<file path="src/rtl/macc_rom_pkg.sv">
`timescale 1ns/1ps
package macc_rom_pkg;
   localparam logic [1:0] ESRC_ZERO = 2'b00;
   localparam logic [1:0] ESRC_OWN  = 2'b01;
   localparam logic [1:0] ESRC_CASC = 2'b10;
   localparam logic [1:0] ESRC_OWN2 = 2'b11;
endpackage

</file>
<file path="src/rtl/macc_data_reg.sv">
`timescale 1ns/1ps
module macc_data_reg #(
   parameter int W         = 18,
   parameter bit BYPASS    = 1'b0,
   parameter bit HAS_ALOAD = 1'b1
) (
   input  logic         clk,
   input  logic         aload_n,
   input  logic         en,
   input  logic         srst_n,
   input  logic [W-1:0] d,
   output logic [W-1:0] q
);
   logic unused_ok;
   assign unused_ok = ^{clk, aload_n, en, srst_n};

   generate
      if (W < 1) begin : g_bad_w
         $error("macc_data_reg: W must be positive");
      end
      if (BYPASS) begin : g_byp
         assign q = d;
      end else if (HAS_ALOAD) begin : g_al
         always_ff @(posedge clk or negedge aload_n) begin
            if (!aload_n)     q <= '0;
            else if (!srst_n) q <= '0;
            else if (en)      q <= d;
         end
         assert_aload_zero_R9: assert property (@(posedge clk) !aload_n |-> q == '0);
      end else begin : g_sync
         always_ff @(posedge clk) begin
            if (!srst_n)  q <= '0;
            else if (en)  q <= d;
         end
      end
      if (!BYPASS) begin : g_chk
         assert_srst_clears_R11: assert property (@(posedge clk) disable iff (!aload_n)
            !srst_n |=> q == '0);
         assert_hold_R10: assert property (@(posedge clk) disable iff (!aload_n)
            (srst_n && !en) |=> q == $past(q));
      end
   endgenerate
endmodule

</file>
<file path="src/rtl/macc_ctl_reg.sv">
`timescale 1ns/1ps
module macc_ctl_reg #(
   parameter int           W           = 1,
   parameter bit           BYPASS      = 1'b0,
   parameter logic [W-1:0] ALOAD_N_VAL = '1,
   parameter logic [W-1:0] SLOAD_N_VAL = '1
) (
   input  logic         clk,
   input  logic         aload_n,
   input  logic         en,
   input  logic         sload_n,
   input  logic [W-1:0] d,
   output logic [W-1:0] q
);
   logic unused_ok;
   assign unused_ok = ^{clk, aload_n, en, sload_n};

   generate
      if (BYPASS) begin : g_byp
         assign q = d;
      end else begin : g_reg
         always_ff @(posedge clk or negedge aload_n) begin
            if (!aload_n)      q <= ~ALOAD_N_VAL;
            else if (!sload_n) q <= ~SLOAD_N_VAL;
            else if (en)       q <= d;
         end
         assert_ctl_aload_R9: assert property (@(posedge clk) !aload_n |-> q == ~ALOAD_N_VAL);
         assert_ctl_sload_R11: assert property (@(posedge clk) disable iff (!aload_n)
            !sload_n |=> q == ~SLOAD_N_VAL);
         assert_ctl_hold_R10: assert property (@(posedge clk) disable iff (!aload_n)
            (sload_n && !en) |=> q == $past(q));
      end
   endgenerate
endmodule

</file>
<file path="src/rtl/macc_coef_rom.sv">
`timescale 1ns/1ps
module macc_coef_rom #(
   parameter int                 W     = 18,
   parameter int                 DEPTH = 16,
   parameter logic [DEPTH*W-1:0] INIT  = '0,
   localparam int                AW    = $clog2(DEPTH)
) (
   input  logic [AW-1:0] addr,
   output logic [W-1:0]  word
);
   generate
      if (DEPTH < 2 || (1 << AW) != DEPTH) begin : g_bad_depth
         $error("macc_coef_rom: DEPTH must be a power of two of at least 2");
      end
   endgenerate

   assign word = INIT[addr*W +: W];
endmodule

</file>
<file path="src/rtl/macc_rom_slice.sv">
`timescale 1ns/1ps
module macc_rom_slice
   import macc_rom_pkg::*;
#(
   parameter int                     OP_W            = 18,
   parameter int                     ACC_W           = 48,
   parameter int                     ROM_DEPTH       = 16,
   parameter int                     E_SHIFT         = 17,
   parameter logic [ROM_DEPTH*OP_W-1:0] ROM_INIT     = '0,
   parameter bit                     A_BYPASS        = 1'b0,
   parameter bit                     B_BYPASS        = 1'b0,
   parameter bit                     B2_BYPASS       = 1'b0,
   parameter bit                     D_BYPASS        = 1'b0,
   parameter bit                     C_BYPASS        = 1'b0,
   parameter bit                     P_BYPASS        = 1'b0,
   parameter bit                     PRE_SUB_BYPASS  = 1'b0,
   parameter bit                     ACC_SUB_BYPASS  = 1'b0,
   parameter bit                     SHR_BYPASS      = 1'b0,
   parameter bit                     ESEL_BYPASS     = 1'b0,
   parameter logic                   PRE_SUB_ALOAD_N = 1'b1,
   parameter logic                   PRE_SUB_SLOAD_N = 1'b1,
   parameter logic                   ACC_SUB_ALOAD_N = 1'b1,
   parameter logic                   ACC_SUB_SLOAD_N = 1'b1,
   parameter logic                   SHR_ALOAD_N     = 1'b1,
   parameter logic                   SHR_SLOAD_N     = 1'b1,
   parameter logic [1:0]             ESEL_ALOAD_N    = 2'b11,
   parameter logic [1:0]             ESEL_SLOAD_N    = 2'b11,
   localparam int                    ROM_AW          = $clog2(ROM_DEPTH),
   localparam int                    PRE_W           = OP_W + 1,
   localparam int                    PROD_W          = 2 * OP_W + 1
) (
   input  logic              clk,
   input  logic              aload_n,
   input  logic              use_rom,
   input  logic [ROM_AW-1:0] rom_addr,
   input  logic [OP_W-1:0]   a_in,
   input  logic              a_en,
   input  logic              a_srst_n,
   input  logic [OP_W-1:0]   b_in,
   input  logic              b_en,
   input  logic              b_srst_n,
   input  logic              b2_en,
   input  logic              b2_srst_n,
   output logic [OP_W-1:0]   b2_out,
   output logic [OP_W-1:0]   b_casc_out,
   input  logic [OP_W-1:0]   d_in,
   input  logic              d_en,
   input  logic              d_srst_n,
   input  logic [ACC_W-1:0]  c_in,
   input  logic              carry_in,
   input  logic              c_en,
   input  logic              c_srst_n,
   input  logic [ACC_W-1:0]  e_casc_in,
   output logic [ACC_W-1:0]  p_out,
   output logic [ACC_W-1:0]  p_casc_out,
   input  logic              p_en,
   input  logic              p_srst_n,
   input  logic              pre_sub,
   input  logic              pre_sub_en,
   input  logic              pre_sub_sload_n,
   input  logic              acc_sub,
   input  logic              acc_sub_en,
   input  logic              acc_sub_sload_n,
   input  logic              shr17,
   input  logic              shr17_en,
   input  logic              shr17_sload_n,
   input  logic [1:0]        e_sel,
   input  logic              e_sel_en,
   input  logic              e_sel_sload_n
);
   generate
      if (PROD_W > ACC_W) begin : g_bad_acc
         $error("macc_rom_slice: ACC_W too narrow for the product");
      end
      if (E_SHIFT < 1 || E_SHIFT >= ACC_W) begin : g_bad_shift
         $error("macc_rom_slice: E_SHIFT out of range");
      end
   endgenerate

   // operand A source
   logic [OP_W-1:0] rom_word, a_sel, a_q;
   macc_coef_rom #(.W(OP_W), .DEPTH(ROM_DEPTH), .INIT(ROM_INIT)) u_rom (
      .addr(rom_addr), .word(rom_word));
   assign a_sel = use_rom ? rom_word : a_in;

   // data registers
   logic [OP_W-1:0]  b_q, b2_q, d_q;
   logic [ACC_W:0]   c_q;
   logic [ACC_W-1:0] p_next, p_q;

   macc_data_reg #(.W(OP_W), .BYPASS(A_BYPASS), .HAS_ALOAD(1'b1)) u_a_reg (
      .clk(clk), .aload_n(aload_n), .en(a_en), .srst_n(a_srst_n), .d(a_sel), .q(a_q));
   macc_data_reg #(.W(OP_W), .BYPASS(B_BYPASS), .HAS_ALOAD(1'b1)) u_b_reg (
      .clk(clk), .aload_n(aload_n), .en(b_en), .srst_n(b_srst_n), .d(b_in), .q(b_q));
   macc_data_reg #(.W(OP_W), .BYPASS(B2_BYPASS), .HAS_ALOAD(1'b1)) u_b2_reg (
      .clk(clk), .aload_n(aload_n), .en(b2_en), .srst_n(b2_srst_n), .d(b_q), .q(b2_q));
   macc_data_reg #(.W(OP_W), .BYPASS(D_BYPASS), .HAS_ALOAD(1'b0)) u_d_reg (
      .clk(clk), .aload_n(aload_n), .en(d_en), .srst_n(d_srst_n), .d(d_in), .q(d_q));
   macc_data_reg #(.W(ACC_W+1), .BYPASS(C_BYPASS), .HAS_ALOAD(1'b0)) u_c_reg (
      .clk(clk), .aload_n(aload_n), .en(c_en), .srst_n(c_srst_n),
      .d({carry_in, c_in}), .q(c_q));
   macc_data_reg #(.W(ACC_W), .BYPASS(P_BYPASS), .HAS_ALOAD(1'b1)) u_p_reg (
      .clk(clk), .aload_n(aload_n), .en(p_en), .srst_n(p_srst_n), .d(p_next), .q(p_q));

   // control registers
   logic       pre_sub_q, acc_sub_q, shr_q;
   logic [1:0] esel_q;

   macc_ctl_reg #(.W(1), .BYPASS(PRE_SUB_BYPASS), .ALOAD_N_VAL(PRE_SUB_ALOAD_N),
                  .SLOAD_N_VAL(PRE_SUB_SLOAD_N)) u_pre_sub_reg (
      .clk(clk), .aload_n(aload_n), .en(pre_sub_en), .sload_n(pre_sub_sload_n),
      .d(pre_sub), .q(pre_sub_q));
   macc_ctl_reg #(.W(1), .BYPASS(ACC_SUB_BYPASS), .ALOAD_N_VAL(ACC_SUB_ALOAD_N),
                  .SLOAD_N_VAL(ACC_SUB_SLOAD_N)) u_acc_sub_reg (
      .clk(clk), .aload_n(aload_n), .en(acc_sub_en), .sload_n(acc_sub_sload_n),
      .d(acc_sub), .q(acc_sub_q));
   macc_ctl_reg #(.W(1), .BYPASS(SHR_BYPASS), .ALOAD_N_VAL(SHR_ALOAD_N),
                  .SLOAD_N_VAL(SHR_SLOAD_N)) u_shr_reg (
      .clk(clk), .aload_n(aload_n), .en(shr17_en), .sload_n(shr17_sload_n),
      .d(shr17), .q(shr_q));
   macc_ctl_reg #(.W(2), .BYPASS(ESEL_BYPASS), .ALOAD_N_VAL(ESEL_ALOAD_N),
                  .SLOAD_N_VAL(ESEL_SLOAD_N)) u_esel_reg (
      .clk(clk), .aload_n(aload_n), .en(e_sel_en), .sload_n(e_sel_sload_n),
      .d(e_sel), .q(esel_q));

   // pre-adder and multiplier
   logic signed [PRE_W-1:0]  pre_sum;
   logic signed [PROD_W-1:0] prod;
   logic signed [ACC_W-1:0]  prod_ext;
   always_comb begin
      if (pre_sub_q) pre_sum = PRE_W'($signed(b_q)) - PRE_W'($signed(d_q));
      else           pre_sum = PRE_W'($signed(b_q)) + PRE_W'($signed(d_q));
   end
   assign prod     = $signed(a_q) * pre_sum;
   assign prod_ext = ACC_W'(prod);

   // accumulation operand E
   logic [ACC_W-1:0]        e_raw;
   logic signed [ACC_W-1:0] e_val;
   always_comb begin
      unique case (esel_q)
         ESRC_ZERO: e_raw = '0;
         ESRC_CASC: e_raw = e_casc_in;
         ESRC_OWN, ESRC_OWN2: e_raw = p_q;
         default:   e_raw = '0;
      endcase
   end
   assign e_val = shr_q ? ($signed(e_raw) >>> E_SHIFT) : $signed(e_raw);

   // final sum
   logic [ACC_W-1:0] cin_ext;
   assign cin_ext = {{(ACC_W-1){1'b0}}, c_q[ACC_W]};
   always_comb begin
      if (acc_sub_q) p_next = e_val - prod_ext + c_q[ACC_W-1:0] + cin_ext;
      else           p_next = e_val + prod_ext + c_q[ACC_W-1:0] + cin_ext;
   end

   assign p_out      = p_q;
   assign p_casc_out = p_q;
   assign b2_out     = b2_q;
   assign b_casc_out = b2_q;

   // checks
   generate
      if (P_BYPASS) begin : g_fb_guard
         assert_no_self_fb_R13: assert property (@(posedge clk) disable iff (!aload_n)
            !esel_q[0]);
      end
      if (!A_BYPASS) begin : g_a_chk
         assert_rom_select_R1: assert property (@(posedge clk) disable iff (!aload_n)
            (a_en && a_srst_n && use_rom) |=> a_q == $past(rom_word));
      end
      if (!B2_BYPASS) begin : g_b2_chk
         assert_b2_follows_R6: assert property (@(posedge clk) disable iff (!aload_n)
            (b2_en && b2_srst_n) |=> b2_q == $past(b_q));
      end
   endgenerate
endmodule

</file>
<file path="config.mk">
export PLATFORM = sky130hd
export DESIGN_NAME = macc_rom_slice
export DESIGN_NICKNAME = d
export VERILOG_FILES = /design/src/rtl/macc_rom_pkg.sv /design/src/rtl/macc_data_reg.sv /design/src/rtl/macc_ctl_reg.sv /design/src/rtl/macc_coef_rom.sv /design/src/rtl/macc_rom_slice.sv
export SDC_FILE = /design/constraint.sdc
export NUM_CORES = 2
export LEC_CHECK = 0
export BUFFER_PORTS_ARGS = -buffer_cell sky130_fd_sc_hd__buf_2
export CORE_MARGIN = 3
export CORE_UTILIZATION = 35
export DETAILED_ROUTE_END_ITERATION = 10
export GPL_TIMING_DRIVEN = 0
export MAX_ROUTING_LAYER = met4
export PLACE_DENSITY = 0.6
export SYNTH_ARGS = -nofsm -noshare
export SYNTH_HDL_FRONTEND = slang
export SYNTH_SLANG_ARGS = --single-unit
</file>
<file path="constraint.sdc">
create_clock -name clk -period 12.7 [get_ports clk]
set_input_delay 0.635 -clock clk [delete_from_list [all_inputs] [get_ports clk]]
set_output_delay 0.635 -clock clk [all_outputs]
set_load 0.01 [all_outputs]
</file>
=== Word-level counts from Yosys, hierarchy flattened ===
Cells that the tools add are included.

* Register bits: 174
* Output and inout bits: 132
* Word-level logic and storage cells: 55

* $add $sub $neg: 8
* Multipliers: 2
* Equality and inequality tests: 11
* Shifts and indexed selects: 1
* Multiplexer cells: 21
* Reductions and logical operators: 2

{| class="wikitable"
|+ Operator list
! cell !! number
|-
| variable part select 288 x 10 -> 18 bit, first input constant || 1
|-
| adder 48 bit || 3
|-
| two-way mux 48 bit || 3
|-
| case mux 48 bit (3 select lines) || 1
|-
| two-way mux 18 bit || 7
|-
| adder 48 x 1 -> 48 bit || 2
|-
| subtractor 48 bit || 1
|-
| two-way mux 47 bit || 1
|-
| multiplier 18 x 19 -> 37 bit || 1
|-
| adder 18 x 18 -> 19 bit || 1
|-
| two-way mux 19 bit || 1
|-
| subtractor 18 x 18 -> 19 bit || 1
|-
| inequality test 2 bit, second input constant || 8
|-
| multiplier 4 x 4 -> 8 bit, second input constant || 1
|-
| two-way mux 1 bit || 6
|-
| == test 2 bit, second input constant || 2
|-
| two-way mux 2 bit || 2
|-
| == test 2 x 1 -> 1 bit, second input constant || 1
|-
| logical NOT 2 bit || 1
|-
| OR reduction 2 bit || 1
|}

=== Depth between registers and ports, before layout ===
* Depth in word-level cells: 10
* Depth in mapped cells: 57
* Gate-level depth less buffers: 55

=== Modules after synthesis ===
A second synthesis with hierarchy kept.

* Cells, all modules: 3494
* Area total of the unflattened synthesis: 30987.2 um^2

{| class="wikitable"
|+ By module, submodules not included
! module !! times used !! cells each !! area an instance (um^2) !! sequential area each (um^2)
|-
| macc_rom_slice || 1 || 2919 || 23670.2 || 0.0
|-
| macc_data_reg at u_a_reg ... || 3 || 57 || 778.2 || 450.4
|-
| macc_data_reg at u_p_reg || 1 || 155 || 2085.8 || 1201.2
|-
| macc_data_reg at u_c_reg || 1 || 158 || 1863.0 || 980.9
|-
| macc_data_reg at u_d_reg || 1 || 57 || 688.2 || 360.3
|-
| macc_coef_rom || 1 || 19 || 138.9 || 0.0
|-
| macc_ctl_reg at u_acc_sub_reg ... || 3 || 3 || 41.3 || 25.0
|-
| macc_ctl_reg at u_esel_reg || 1 || 6 || 82.6 || 50.0
|}

=== Least setup slack after synthesis ===
OpenSTA, ideal clock, no wires.

* Kind: flip-flop to flip-flop
* Start: reg u_pre_sub_reg.q
* End: reg u_p_reg.q[47]
* Setup time: 126 ps
* Arrival: 11805 ps
* Data required time: 12574 ps
* Slack: 769 ps
* Stages on the path, launching flop included: 53
* Clock period less this slack: 11931 ps
* Path through: dfrtp_1 > clkbuf_1 > clkbuf_1 > nor2_1 > xnor2_1 > ha_1 > nor2b_1 > o21ai_0 > a21boi_0 > o21ai_0 > a21boi_0 > o2111ai_1 > nand4_1 > nand3_1 > a31oi_1 > nor3_1 > clkbuf_1 > o21ai_0 > (+17 left out) > a21o_1 > a31o_1 > a31oi_4 > inv_1 > ha_1 > inv_1 > ha_1 > ha_1 > nor4_1 > nor3_1 > a221o_1 > a221o_1 > a31oi_1 > a31o_2 > mux2i_1 > nor3_1 > xnor2_1 > a221o_1

* Cells in the longest elaborated chain, start to end: 8
* Elaborated cells between the ends (all ways): 11

{| class="wikitable"
|+ Ends and longest elaborated chain
! item !! RTL line !! source
|-
| from (decl) || macc_ctl_reg.sv:13 || <nowiki>output logic [W-1:0] q</nowiki>
|-
| from (signal assigned) || macc_ctl_reg.sv:23 || <nowiki>if (!aload_n) q <= ~ALOAD_N_VAL;</nowiki>
|-
| from (signal assigned) || macc_ctl_reg.sv:24 || <nowiki>else if (!sload_n) q <= ~SLOAD_N_VAL;</nowiki>
|-
| two-way mux 19 bit * || macc_rom_slice.sv:131 || <nowiki>if (pre_sub_q) pre_sum = PRE_W'($signed(b_q)) - PRE_W'($signed(d_q));</nowiki>
|-
| multiplier 18 x 19 -> 37 bit * || macc_rom_slice.sv:134 || <nowiki>assign prod = $signed(a_q) * pre_sum;</nowiki>
|-
| adder 48 bit / subtractor 48 bit (equally long branches) || macc_rom_slice.sv:155, macc_rom_slice.sv:154 ||
|-
| adder 48 bit, on equally long branches || macc_rom_slice.sv:155, macc_rom_slice.sv:154 ||
|-
| adder 48 x 1 -> 48 bit, on equally long branches || macc_rom_slice.sv:155, macc_rom_slice.sv:154 ||
|-
| two-way mux 48 bit * || macc_rom_slice.sv:154 || <nowiki>if (acc_sub_q) p_next = e_val - prod_ext + c_q[ACC_W-1:0] + cin_ext;</nowiki>
|-
| two-way mux 48 bit * || macc_data_reg.sv:27 || <nowiki>else if (en) q <= d;</nowiki>
|-
| two-way mux 48 bit * || macc_data_reg.sv:26 || <nowiki>else if (!srst_n) q <= '0;</nowiki>
|-
| to (signal assigned) || macc_data_reg.sv:25 || <nowiki>if (!aload_n) q <= '0;</nowiki>
|-
| to (signal assigned) || macc_data_reg.sv:26 ||
|-
| to (signal assigned) || macc_data_reg.sv:27 ||
|-
| to (decl) || macc_data_reg.sv:12 || <nowiki>output logic [W-1:0] q</nowiki>
|}

Every way passes the cells marked *; elsewhere a longest branch is shown, timed or not. The select of a mux whose other input is x is not followed.
A chain may end at the register's enable or synchronous reset.

=== Final worst setup path ===
* Start: reg u_d_reg.q[5]
* End: reg u_p_reg.q[47]

* Cells in the longest elaborated chain, start to end: 9
* Elaborated cells between the ends (all ways): 13

{| class="wikitable"
|+ Ends and longest elaborated chain
! item !! RTL line !! source
|-
| from (decl) || macc_data_reg.sv:12 ||
|-
| from (signal assigned) || macc_data_reg.sv:32 || <nowiki>if (!srst_n) q <= '0;</nowiki>
|-
| from (signal assigned) || macc_data_reg.sv:33 || <nowiki>else if (en) q <= d;</nowiki>
|-
| adder 18 x 18 -> 19 bit / subtractor 18 x 18 -> 19 bit (equally long branches) || macc_rom_slice.sv:132, macc_rom_slice.sv:131 ||
|-
| two-way mux 19 bit * || macc_rom_slice.sv:131 ||
|-
| multiplier 18 x 19 -> 37 bit * || macc_rom_slice.sv:134 ||
|-
| adder 48 bit / subtractor 48 bit (equally long branches) || macc_rom_slice.sv:155, macc_rom_slice.sv:154 ||
|-
| adder 48 bit, on equally long branches || macc_rom_slice.sv:155, macc_rom_slice.sv:154 ||
|-
| adder 48 x 1 -> 48 bit, on equally long branches || macc_rom_slice.sv:155, macc_rom_slice.sv:154 ||
|-
| two-way mux 48 bit * || macc_rom_slice.sv:154 ||
|-
| two-way mux 48 bit * || macc_data_reg.sv:27 ||
|-
| two-way mux 48 bit * || macc_data_reg.sv:26 ||
|}

Marked as above.

==> key figures <==
Placed design
  • Detailed placement HPWL: between 80000 and 90000 um
  • Placer Congestion: 0.953
  • Setup WS pre-CTS: -2020 ps
  • # port buffers: roughly 300
  • Placed Cells: 4941
  • Dpl cell area: 0.0333 sq mm

Synth
  • Top FF cell, synth: dfrtp_1
  • Synthesis Warnings: 0
  • Number of synthesized flops with an enable pin: 0
  • Netlist cell types: 76
  • Register area share after synthesis: 0.133
  • #FFs+latches synth: ~170
  • Mapped Area: slightly above 0.03 sq mm
  • Mean Syn Cell Area: 8.69 sq um
  • Mapped Cells: between 3000 and 4000
  • Post-synth ARST share: 0.615
  • Synthesized Nets: 4356

Clock tree
  • CTS Sinks: 174
  • Clock-pin slew on the worst setup and hold paths: roughly 80 ps
  • CTS tree: done
  • Num CTS Buffers: 17
  • CTS root buf: clkbuf_16
  • Post-CTS Hold Buffers: 0
  • Htree depth: 4
  • Clk_lat worst skew: 510 ps
  • CTS Buffer Depth: 2

STA
  • Hold Fails Final Rpt: 0
  • Setup tns final: 0 ps
  • Min Hold Slack: 81.3 ps
  • Clock skew: 10.3 ps
  • Ratio of final minimum period to clock period: 0.968
  • Worst Tran Pin Value: 1200 ps
  • Achievable Freq: 81.3 MHz
  • Final min period: 12290 ps
  • Setup WS post-layout: 406 ps
  • RSZ-0062 raised after global routing: true
  • Fin. max-slew vios: 0
  • Headroom to the max-slew limit: 0.192
  • Final setup viols: 0

Die
  • Initial core utilization: 0.354
  • Row cnt: 107
  • Chip width: 300 um
  • Total Die Area: 0.0902 sq mm
  • Core box area: 0.0855 sq mm
  • Die height: 300 um
  • Num ports: 315

Job
  • Max-Cap Viols: 0

Global routing
  • Initial antenna violation count: 11
  • GRT Max-Usage Layer: met2
  • Met3 Track Usage GR: 0.0388
  • Tot GR Track Use: 0.229
  • Global route total overflow: 0
  • GR Util met1: 0.304
  • Met2 Usage GRT: 0.363
  • Global-route wire length before repair: 153000 um
  • Vias in the first global route: ~26000
  • Maximum number of pins on one net before global-route repair: 56

Power and ir drop
  • PwrDens: ~260 mW/mm^2
  • Pleak: 18.2 nW
  • Peak VDD IR: ~0.00016 V
  • Total power: 9.03 mW

Critical path
  • Reg2reg path depth: 52
  • CP endpoint kind: flop
  • Worst Path Arrival: ~13000 ps
  • Req. time, crit path: around 13000 ps
  • Slowest stage delay, CP: 660 ps
  • Critical Path Source Type: flop
  • R2r startpoint: u_d_reg.q[5]$_SDFFE_PN0P_
  • Slowest stage cell, crit path: fa_1
  • WS Path Type: reg -> reg
  • Worst R2R Setup Slack: 410 ps
  • Reg2reg end: u_p_reg.q[47]$_DFFE_PN0P_
  • Worst-path fanout max: 10

Layout
  • Util after Layout: 0.409
  • Final #Nets: 4717
  • Cell Count, Final, Fillers Out: 5014
  • Leading cell type in the layout, fill and taps excluded: inv_1
  • Fraction of layout cells with a size suffix above 1: 0.161
  • Design Area, Final: 0.0350 sq mm
  • Most frequent cells in the layout: 610 x inv_1, 393 x fa_1, 307 x buf_2
  • Layout Area Growth over Synthesis: 15.5%

Drt
  • Drt drc: 0
  • Vias per std cell: 5.11
  • ANT nets after route: 0
  • Starting DRT DRC Count: 1946
  • Routed WL per cell: 20.1 um
  • Final wirelength: 101000 um
  • DRT Pass-1 Iters: 7
  • Vias after detailed routing: 25600

Status
  • Run status: complete, no violations

Hold path
  • Worst hold path class: in -> async
## power breakdown
part / internal [mW] / total [mW] / switching, mW
Clock: 0.305 / 0.589 / 0.284
Combinational: 3.09 / 7.70 / 4.60
Sequential: 0.624 / 0.741 / 0.117
Total: 4.02 / 9.03 / 5.01
## critical path: cells and delay by family (launching register included)
| family | cells | cell delay [ps] |
|---|---|---|
| mux | 1 | 230 |
| compound gates | 16 | 3510 |
| simple gates | 12 | 2270 |
| fa+ha+maj | 11 | 4550 |
| flops | 1 | 370 |
| buf+inv | 9 | 740 |
| xor+xnor | 3 | 530 |
## worst max-delay path by stage
stage,from,to,slack [ps],cells after the start
floorplan,u_pre_sub_reg.q$_DFFE_PN0P_,u_p_reg.q[47]$_DFFE_PN0P_,770,52
global placement,u_pre_sub_reg.q$_DFFE_PN0P_,u_p_reg.q[47]$_DFFE_PN0P_,-2030,50
detailed placement,u_pre_sub_reg.q$_DFFE_PN0P_,u_p_reg.q[47]$_DFFE_PN0P_,-2020,52
CTS,u_pre_sub_reg.q$_DFFE_PN0P_,u_p_reg.q[47]$_DFFE_PN0P_,1,55
global route,u_d_reg.q[3]$_SDFFE_PN0P_,u_p_reg.q[47]$_DFFE_PN0P_,-90,54
finish,u_d_reg.q[5]$_SDFFE_PN0P_,u_p_reg.q[47]$_DFFE_PN0P_,410,52
## cell families after synthesis
group           Yosys count  share of synthesized area
flops                   174                      0.133
xor+xnor                155                     0.0457
fa+ha+maj               682                      0.380
mux                     120                     0.0397
simple gates            866                      0.148
buf+inv                 831                      0.111
compound gates          663                      0.144
## routing by layer
layer	up-vias	part of all wire
li1	12000	-
met1	12600	0.44
met2	932	0.46
met3	145	0.071
met4	0	0.027
met5	-	0
## cell type report
class / instances / area, sq um
flip-flops and latches: 174 / 4030
clock inverters: 12 / 153
clock buffers: 20 / 457
diodes: 5 / 12.5
plain buffers: 211 / 1120
repair buffers: 346 / 1890
well taps: 1144 / 1430
multi-input cells: 2489 / 23600
fillers: 8656 / 50500
inverters: 613 / 2310
## state kept, by name, indices dropped and copies added, names as in the netlist
| name | cells |
|---|---|
| u_a_reg.q | 18 |
| u_acc_sub_reg.q | 1 |
| u_b2_reg.q | 18 |
| u_b_reg.q | 18 |
| u_c_reg.q | 49 |
| u_d_reg.q | 18 |
| u_esel_reg.q | 2 |
| u_p_reg.q | 48 |
| u_pre_sub_reg.q | 1 |
| u_shr_reg.q | 1 |
## repair_timing
action	4_1_cts	5_1_grt
cloned	1	2
endpoints found under the setup margin	24	18
pin swaps	14	36
setup buffers	18	22
gates resized for setup	93	110
hold endpoints to repair	0	0
## Yosys cell counts, types with 19 or more instances
cell type | instances | share of area
a211oi_1 | 20 | 0.0050
nand2b_1 | 29 | 0.0060
clkbuf_1 | 140 | 0.017
dfxtp_1 | 67 | 0.044
ha_1 | 285 | 0.12
buf_4 | 66 | 0.016
a221o_1 | 22 | 0.0073
nor3_1 | 37 | 0.0061
o21a_1 | 31 | 0.0077
and3_1 | 31 | 0.0064
mux2i_1 | 118 | 0.039
or2_2 | 40 | 0.0083
a21o_1 | 85 | 0.021
nand2_1 | 227 | 0.028
nor2_1 | 123 | 0.015
xnor2_1 | 102 | 0.029
a21oi_1 | 168 | 0.028
nand3_1 | 48 | 0.0079
nand4_1 | 19 | 0.0039
and2_1 | 121 | 0.025
a22o_1 | 35 | 0.010
inv_1 | 613 | 0.076
dfrtp_1 | 107 | 0.088
xor2_1 | 51 | 0.015
a22oi_1 | 22 | 0.0054
o21ai_0 | 156 | 0.026
nor2b_1 | 156 | 0.032
fa_1 | 397 | 0.26
(Power assumes the default switching activity.)
